File: src/rtl/rxv_pkg.sv
package rxv_pkg;
  localparam int FRAC_W = 12;
  localparam int COEF_W = 14;
  localparam int VOL_W  = 3;
  localparam logic [COEF_W-1:0] UNITY = COEF_W'(1 << FRAC_W);

  // Q12 gain per 3 dB step, code 0 = +3 dB
  function automatic logic [COEF_W-1:0] gain_coef(input logic [VOL_W-1:0] code);
    case (code)
      3'd0:    return COEF_W'(5786);
      3'd1:    return COEF_W'(4096);
      3'd2:    return COEF_W'(2900);
      3'd3:    return COEF_W'(2053);
      3'd4:    return COEF_W'(1453);
      3'd5:    return COEF_W'(1029);
      3'd6:    return COEF_W'(728);
      default: return COEF_W'(516);
    endcase
  endfunction
endpackage

File: src/rtl/rxv_gain_sel.sv
module rxv_gain_sel
  import rxv_pkg::*;
(
  input  logic [VOL_W-1:0]  vol_i,
  input  logic              lin_en_i,
  output logic [COEF_W-1:0] coef_o
);
  always_comb begin
    if (lin_en_i) coef_o = gain_coef(vol_i);
    else          coef_o = UNITY;
  end
endmodule

File: src/rtl/rxv_mult_round.sv
module rxv_mult_round
  import rxv_pkg::*;
#(
  parameter int DATA_W = 13,
  localparam int PROD_W = DATA_W + COEF_W + 2
) (
  input  logic signed [DATA_W-1:0] din_i,
  input  logic        [COEF_W-1:0] coef_i,
  output logic signed [PROD_W-1:0] q_o
);
  localparam logic signed [PROD_W-1:0] RND = PROD_W'(1) << (FRAC_W - 1);

  logic signed [PROD_W-1:0] a_ext, c_ext, prod, biased;

  always_comb begin
    a_ext  = PROD_W'(din_i);
    c_ext  = PROD_W'($signed({1'b0, coef_i}));
    prod   = a_ext * c_ext;
    biased = prod + RND;
    q_o    = biased >>> FRAC_W;
  end
endmodule

File: src/rtl/rxv_sat.sv
module rxv_sat #(
  parameter int IN_W  = 29,
  parameter int OUT_W = 13
) (
  input  logic signed [IN_W-1:0]  din_i,
  output logic signed [OUT_W-1:0] dout_o
);
  localparam logic signed [IN_W-1:0] MAXV = IN_W'((64'sd1 <<< (OUT_W - 1)) - 1);
  localparam logic signed [IN_W-1:0] MINV = -MAXV - IN_W'(1);

  generate
    if (IN_W > OUT_W) begin : g_clamp
      always_comb begin
        if (din_i > MAXV)      dout_o = OUT_W'(MAXV);
        else if (din_i < MINV) dout_o = OUT_W'(MINV);
        else                   dout_o = OUT_W'(din_i);
      end
    end else begin : g_pass
      assign dout_o = OUT_W'(din_i);
    end
  endgenerate
endmodule

File: src/rtl/rxv_scaler.sv
module rxv_scaler
  import rxv_pkg::*;
#(
  parameter int DATA_W = 13
) (
  input  logic                     clk_i,
  input  logic                     rst_ni,
  input  logic                     valid_i,
  input  logic signed [DATA_W-1:0] sample_i,
  input  logic        [VOL_W-1:0]  vol_i,
  input  logic                     lin_en_i,
  input  logic                     mute_i,
  output logic                     valid_o,
  output logic signed [DATA_W-1:0] sample_o
);
  localparam int PROD_W = DATA_W + COEF_W + 2;

  logic        [COEF_W-1:0] coef;
  logic signed [PROD_W-1:0] scaled;
  logic signed [DATA_W-1:0] clamped;
  logic signed [DATA_W-1:0] nxt;

  rxv_gain_sel u_sel (
    .vol_i    (vol_i),
    .lin_en_i (lin_en_i),
    .coef_o   (coef)
  );

  rxv_mult_round #(.DATA_W(DATA_W)) u_mul (
    .din_i  (sample_i),
    .coef_i (coef),
    .q_o    (scaled)
  );

  rxv_sat #(.IN_W(PROD_W), .OUT_W(DATA_W)) u_sat (
    .din_i  (scaled),
    .dout_o (clamped)
  );

  // mute overrides gain
  assign nxt = mute_i ? '0 : clamped;

  always_ff @(posedge clk_i or negedge rst_ni) begin
    if (!rst_ni) begin
      valid_o  <= 1'b0;
      sample_o <= '0;
    end else begin
      valid_o <= valid_i;
      if (valid_i) sample_o <= nxt;
    end
  end


  vld_follow_chk: assert property (@(posedge clk_i) disable iff (!rst_ni)
    valid_i |=> valid_o);

  vld_idle_chk: assert property (@(posedge clk_i) disable iff (!rst_ni)
    !valid_i |=> !valid_o);

  comp_unity_chk: assert property (@(posedge clk_i) disable iff (!rst_ni)
    (valid_i && !mute_i && !lin_en_i) |=> (sample_o == $past(sample_i)));

  mute_zero_chk: assert property (@(posedge clk_i) disable iff (!rst_ni)
    (valid_i && mute_i) |=> (sample_o == '0));

  hold_chk: assert property (@(posedge clk_i) disable iff (!rst_ni)
    !valid_i |=> $stable(sample_o));
endmodule

File: config.mk
export PLATFORM = sky130hd
export DESIGN_NAME = rxv_scaler
export DESIGN_NICKNAME = d
export VERILOG_FILES = /design/src/rtl/rxv_pkg.sv /design/src/rtl/rxv_gain_sel.sv /design/src/rtl/rxv_mult_round.sv /design/src/rtl/rxv_sat.sv /design/src/rtl/rxv_scaler.sv
export SDC_FILE = /design/constraint.sdc
export NUM_CORES = 1
export LEC_CHECK = 0
export BUFFER_PORTS_ARGS = -buffer_cell sky130_fd_sc_hd__buf_2
export CAP_MARGIN = 15
export CORE_MARGIN = 2
export CORE_UTILIZATION = 60
export DETAILED_ROUTE_END_ITERATION = 12
export PLACE_DENSITY = 0.8
export SYNTH_ARGS = -nofsm -noshare
export SYNTH_HDL_FRONTEND = slang
export SYNTH_SLANG_ARGS = --single-unit
File: constraint.sdc
create_clock -name clk_i -period 1.4 [get_ports clk_i]
set_input_delay 0.07 -clock clk_i [delete_from_list [all_inputs] [get_ports clk_i]]
set_output_delay 0.07 -clock clk_i [all_outputs]
set_load 0.05 [all_outputs]
After elaboration in Yosys (flattened, before gate mapping). Cells that the tools add are included.

Bits in registers: 14. Input port bits: 21. Output and inout bits: 14. Word-level logic and storage cells: 18.

$add $sub $neg: 1. Multiply operators: 1. Magnitude comparators: 2. Eq/ne operators: 6. Mux-type cells: 5. Reductions and logical operators: 1.

Operators by type and width (count): one-hot mux 13 bit (7 select lines) (1); two-way mux 13 bit (4); adder 27 x 13 -> 28 bit (second input constant) (1); multiplier 13 x 14 -> 27 bit (1); greater-than comparator 16 x 13 -> 1 bit (second input constant) (1); < comparator 16 x 13 -> 1 bit (second input constant) (1); == test 3 bit (second input constant) (3); == test 3 x 2 -> 1 bit (second input constant) (2); == test 3 x 1 -> 1 bit (second input constant) (1); zero test 3 bit (1).

Depth between registers and ports, before layout.
Word-level depth: 9. Gate-level depth with buffers: 26. Mapped depth without buffers: 24.

Hierarchy. Synthesis repeated with hierarchy kept, for this count alone.

Cell total of the unflattened synthesis: 798. Area, all modules: 7129.3 um2.

By module, submodules not included: rxv_mult_round (instances 1, cells an instance 693, area an instance 6179.7 um2, seq. area each 0.0 um2); rxv_scaler (instances 1, cells an instance 57, area an instance 604.3 um2, seq. area each 350.3 um2); rxv_sat (instances 1, cells an instance 25, area an instance 211.5 um2, seq. area each 0.0 um2); rxv_gain_sel (instances 1, cells an instance 23, area an instance 133.9 um2, seq. area each 0.0 um2).

Worst setup path before layout. Ideal clock, no wire load.

Path type: input -> register. Start point: input port vol_i[1]. End point: register sample_o[0]. Setup time: 0.140 ns. Arrival time: 5.851 ns. Data required time: 1.260 ns. Slack: -4.591 ns. Stages: 25. Buffers on the path: 2. Cell sequence: nor2b_1 -> nor2b_1 -> nor2_1 -> clkbuf_1 -> and2_1 -> fa_1 -> inv_1 -> fa_1 -> inv_1 -> fa_1 -> fa_1 -> fa_1 -> inv_1 -> fa_1 -> inv_1 -> ha_1 -> a211oi_1 -> a32oi_1 -> a31oi_1 -> a21oi_2 -> o31ai_2 -> nor4_2 -> o21ai_2 -> buf_6 -> o221ai_2.

Word-level cells in the longest chain between the ends: 9. Elaborated cells between the ends (all ways): 16. Classes of those cells: add/sub: 1; mul: 1; order compare: 2; eq/ne: 6; mux: 5; reduce/logical: 1.

RTL lines: start, declared (RTL line rxv_scaler.sv:10) `input logic [VOL_W-1:0] vol_i,`; == test 3 bit, or another cell as far along (RTL line rxv_pkg.sv:9) `case (code)`; one-hot mux 13 bit (7 select lines) (*) (RTL line rxv_pkg.sv:9); two-way mux 13 bit (*) (RTL line rxv_gain_sel.sv:9) `if (lin_en_i) coef_o = gain_coef(vol_i);`; multiplier 13 x 14 -> 27 bit (*) (RTL line rxv_mult_round.sv:18) `prod = a_ext * c_ext;`; adder 27 x 13 -> 28 bit (*) (RTL line rxv_mult_round.sv:19) `biased = prod + RND;`; < comparator 16 x 13 -> 1 bit (RTL line rxv_sat.sv:15) `else if (din_i < MINV) dout_o = OUT_W'(MINV);`; two-way mux 13 bit (RTL line rxv_sat.sv:15); two-way mux 13 bit (*) (RTL line rxv_sat.sv:14) `if (din_i > MAXV) dout_o = OUT_W'(MAXV);`; two-way mux 13 bit (*) (RTL line rxv_scaler.sv:41) `assign nxt = mute_i ? '0 : clamped;`; end signal, assigned (RTL line rxv_scaler.sv:49) `if (valid_i) sample_o <= nxt;`; end, declared (RTL line rxv_scaler.sv:14) `output logic signed [DATA_W-1:0] sample_o`.

Mark *: on every way between the ends. The rest lies on a longest branch, timed or not. A chain may end at the register's enable or synchronous reset.

Final worst setup path.
Start point: input port vol_i[1]. End point: register sample_o[8].

The elaborated chain is that of the path after synthesis.

==> metrics <==
outcome=finished with violations; failing checks=setup timing; synthesized area=0.00652 mm2; Multi-input gate area=0.00603 mm2; Power per Cell Area=1420 mW/mm2; Ports=35; synth warn=0; DP Area=0.00775 mm2; routability cong.=0.963; commonest cells after routing, fill and taps aside=buf_4, inv_1, fa_1; Reg area=350 um2; Remaining DRCs=0; antenna violations before repair=0; setup ws final=-4.60 ns; post-synthesis register bit count=14; NumNets Final=approximately 1100; VDD IR max=1.32 mV; largest net degree at the start of global routing=15; Design Area, Final=0.00861 mm2; layout cells sized above 1=34.0%; Initial DRC Count=a little under 500; Req. time, crit path=1.52 ns; IO Port Bufs=34; Initial Utilization=60.7%; DP HPWL=14.2 mm; clock root buffer=clkbuf_8; number of vias per cell=between 5 and 6; worst hold-check path type=in -> reg; RSZ-0062 raised after global routing=yes; ys async rst share=100%; worst rel slew slack=61.9%; CTS tree=yes; TritonCTS buffer count=3; Min Hold Slack=0.127 ns; antenna-violating nets left=0; number of distinct library cells after synthesis=56; CTS clk-pin slew, worst paths=around 0.060 ns; core area=0.0107 mm2; first-pass iteration count of the detailed router=5; Synth Area per Inst=9.05 um2; final-report hold violation count=0; setup_tns=-59.16 ns; vias in the first global route=6265; area growth from synthesis to layout=32.0%; CP Launch Type=input port; Clk Latency, worst-skew pair=0.24 ns; die area=roughly 0.012 mm2; Antenna Cells=0; Avg WL per Cell=19.2 um; Slew @ Worst Pin=0.572 ns; Mapped Cells=721; Top FF cell, synth=dfrtp_1; Max-Cap Viols=0; first-pass GRT wire length=29.0 mm; Slew Limit Fails=0; Placed Cells=around 980; Max Buffers Root-to-Sink=2; via count=5897; most common cell after layout, fill and taps aside=buf_4; final wirelength=slightly below 20 mm; Post-synth EDFFs=0; GRT Util Overall=31.6%; leakage power=~4.5 nW; die height=108 um; critical path capture point type=flop; Syn Nets=between 900 and 1000; Die X=between 100 and 150 um; Post-Layout Cell Count=1023; max frequency=approximately 170 MHz; FILL cells=between 600 and 700; crit-path max FO=6; H-Tree Depth=1; Final Skew=0 ns; Rows=38; Power, Total=12.2 mW; grt ovf=0; Setup Viol. Count Final=13; Data arrival, critical path=6.12 ns; CTS Sinks=14; post-synthesis sequential area ratio=5.37%; clock period minus worst slack=approximately 6.0 ns; Worst Setup Path Type=in -> reg; final period utilization=428%
==> timing repair <==
action / 4_1_cts / 5_1_grt
hold buffers: 1 / 0
setup endpoints to repair: 13 / 13
resized for setup: 58 / 57
cloned: 2 / 0
hold endpoints to repair: 14 / 0
pin swaps: 35 / 36
buffers inserted: 19 / 15
==> worst paths after layout <==
kind / start / endpoint / slack (ns) / cells after the start
min in group asynchronous: rst_ni / sample_o[5]$_DFFE_PN0P_ / 0.22 / 2
hold reg to reg: sample_o[0]$_DFFE_PN0P_ / sample_o[0]$_DFFE_PN0P_ / 0.52 / 2
max in group asynchronous: rst_ni / sample_o[3]$_DFFE_PN0P_ / 0.94 / 2
setup / recovery: vol_i[1] / sample_o[8]$_DFFE_PN0P_ / -4.60 / 26
setup reg to reg: sample_o[10]$_DFFE_PN0P_ / sample_o[10]$_DFFE_PN0P_ / 0.64 / 2
hold / removal: valid_i / sample_o[6]$_DFFE_PN0P_ / 0.13 / 2
==> layout make-up <==
type / instances / share of cell area, %
Tap cell: 140 / 2.03
Sequential cell: 14 / 4.07
Clock buffer: 4 / 0.639
Inverter: 140 / 6.10
Timing Repair Buffer: 191 / 17.1
Multi-Input combinational cell: 534 / 70.1
==> stage by stage <==
stage / setup WS, ns / utilization [%]
3_3_place_gp: -4.68 / 72.2
6_report: -4.60 / 80.1
3_5_place_dp: -4.82 / 72.2
2_1_floorplan: -4.17 / -
4_1_cts: -4.24 / 76.6
5_1_grt: -4.72 / 80.1
==> registers in the layout, indices dropped and copies added, names as in the netlist <==
| name | count |
|---|---|
| sample_o | 13 |
| valid_o | 1 |
==> logic make-up (layout without fill, tap and decap cells) <==
family          Yosys count  count (layout)  share of synthesized area [%]
flops                    14              14                           5.37
simple gates            224             224                           17.4
compound gates           79              79                           9.57
xor+xnor                 16              16                           2.26
buf+inv                 173             335                           10.3
fa+ha+maj               214             214                           55.0
mux                       1               1                          0.153
==> metal layers <==
| layer | vias up | GRT usage, % | wire length, um |
|---|---|---|---|
| li1 | 2577 | - | - |
| met1 | 2920 | 38.3 | 7290 |
| met2 | 305 | 55.9 | 10100 |
| met3 | 95 | 5.24 | 1440 |
| met4 | 0 | 13.3 | 871 |
| met5 | - | 0 | 0 |
==> power by group <==
part / switching, mW / internal [mW]
registers: 0.0887 / 0.551
clock network: 0.152 / 0.249
logic: 6.08 / 5.11
==> synth_stat cells, types with 2 or more instances <==
cell        n  area [um2]
o211ai_2    3        37.5
a21o_1      6        45.0
o21a_1      3        22.5
o221ai_2    6        90.1
buf_2       2        10.0
a211o_1     3        26.3
inv_1     139         522
dfrtp_1    14         350
clkbuf_2    2        10.0
a211oi_1    2        15.0
xnor2_1     6        52.6
nor2b_1     4        25.0
nand3_1     7        35.0
fa_1      121        2420
clkbuf_1   25        93.8
nand2b_1   16         100
nor2_1     19        71.3
a31oi_1     4        25.0
nand2_1    92         345
nor3_1      3        15.0
o221ai_1    2        17.5
o22ai_2     4        50.1
and2_1     65         407
buf_1       2        7.51
ha_1       93        1160
a21boi_0    2        15.0
o21ai_0    10        50.1
a21oi_1    19        95.1
and3_1      9        56.3
xor2_1      9        78.8
o211ai_1    2        15.0
buf_6       2        22.5
o31ai_2     2        25.0
==> critical path: stages <==
cell       delay [ns]
buf_12           0.11
nor2b_4          0.14
buf_12           0.12
nor2_4           0.25
buf_6            0.15
nand2_4          0.05
fa_1             0.48
fa_1             0.52
inv_2            0.05
fa_1             0.55
fa_1             0.43
fa_1             0.50
inv_1            0.07
fa_1             0.50
inv_2            0.05
ha_4             0.24
a211oi_4         0.26
a32oi_2          0.18
a31oi_2          0.27
a21oi_2          0.09
o31ai_4          0.31
buf_6            0.15
nor4_4           0.05
o21ai_4          0.22
clkbuf_16        0.20
o221ai_2         0.09
(Power assumes the default switching activity.)
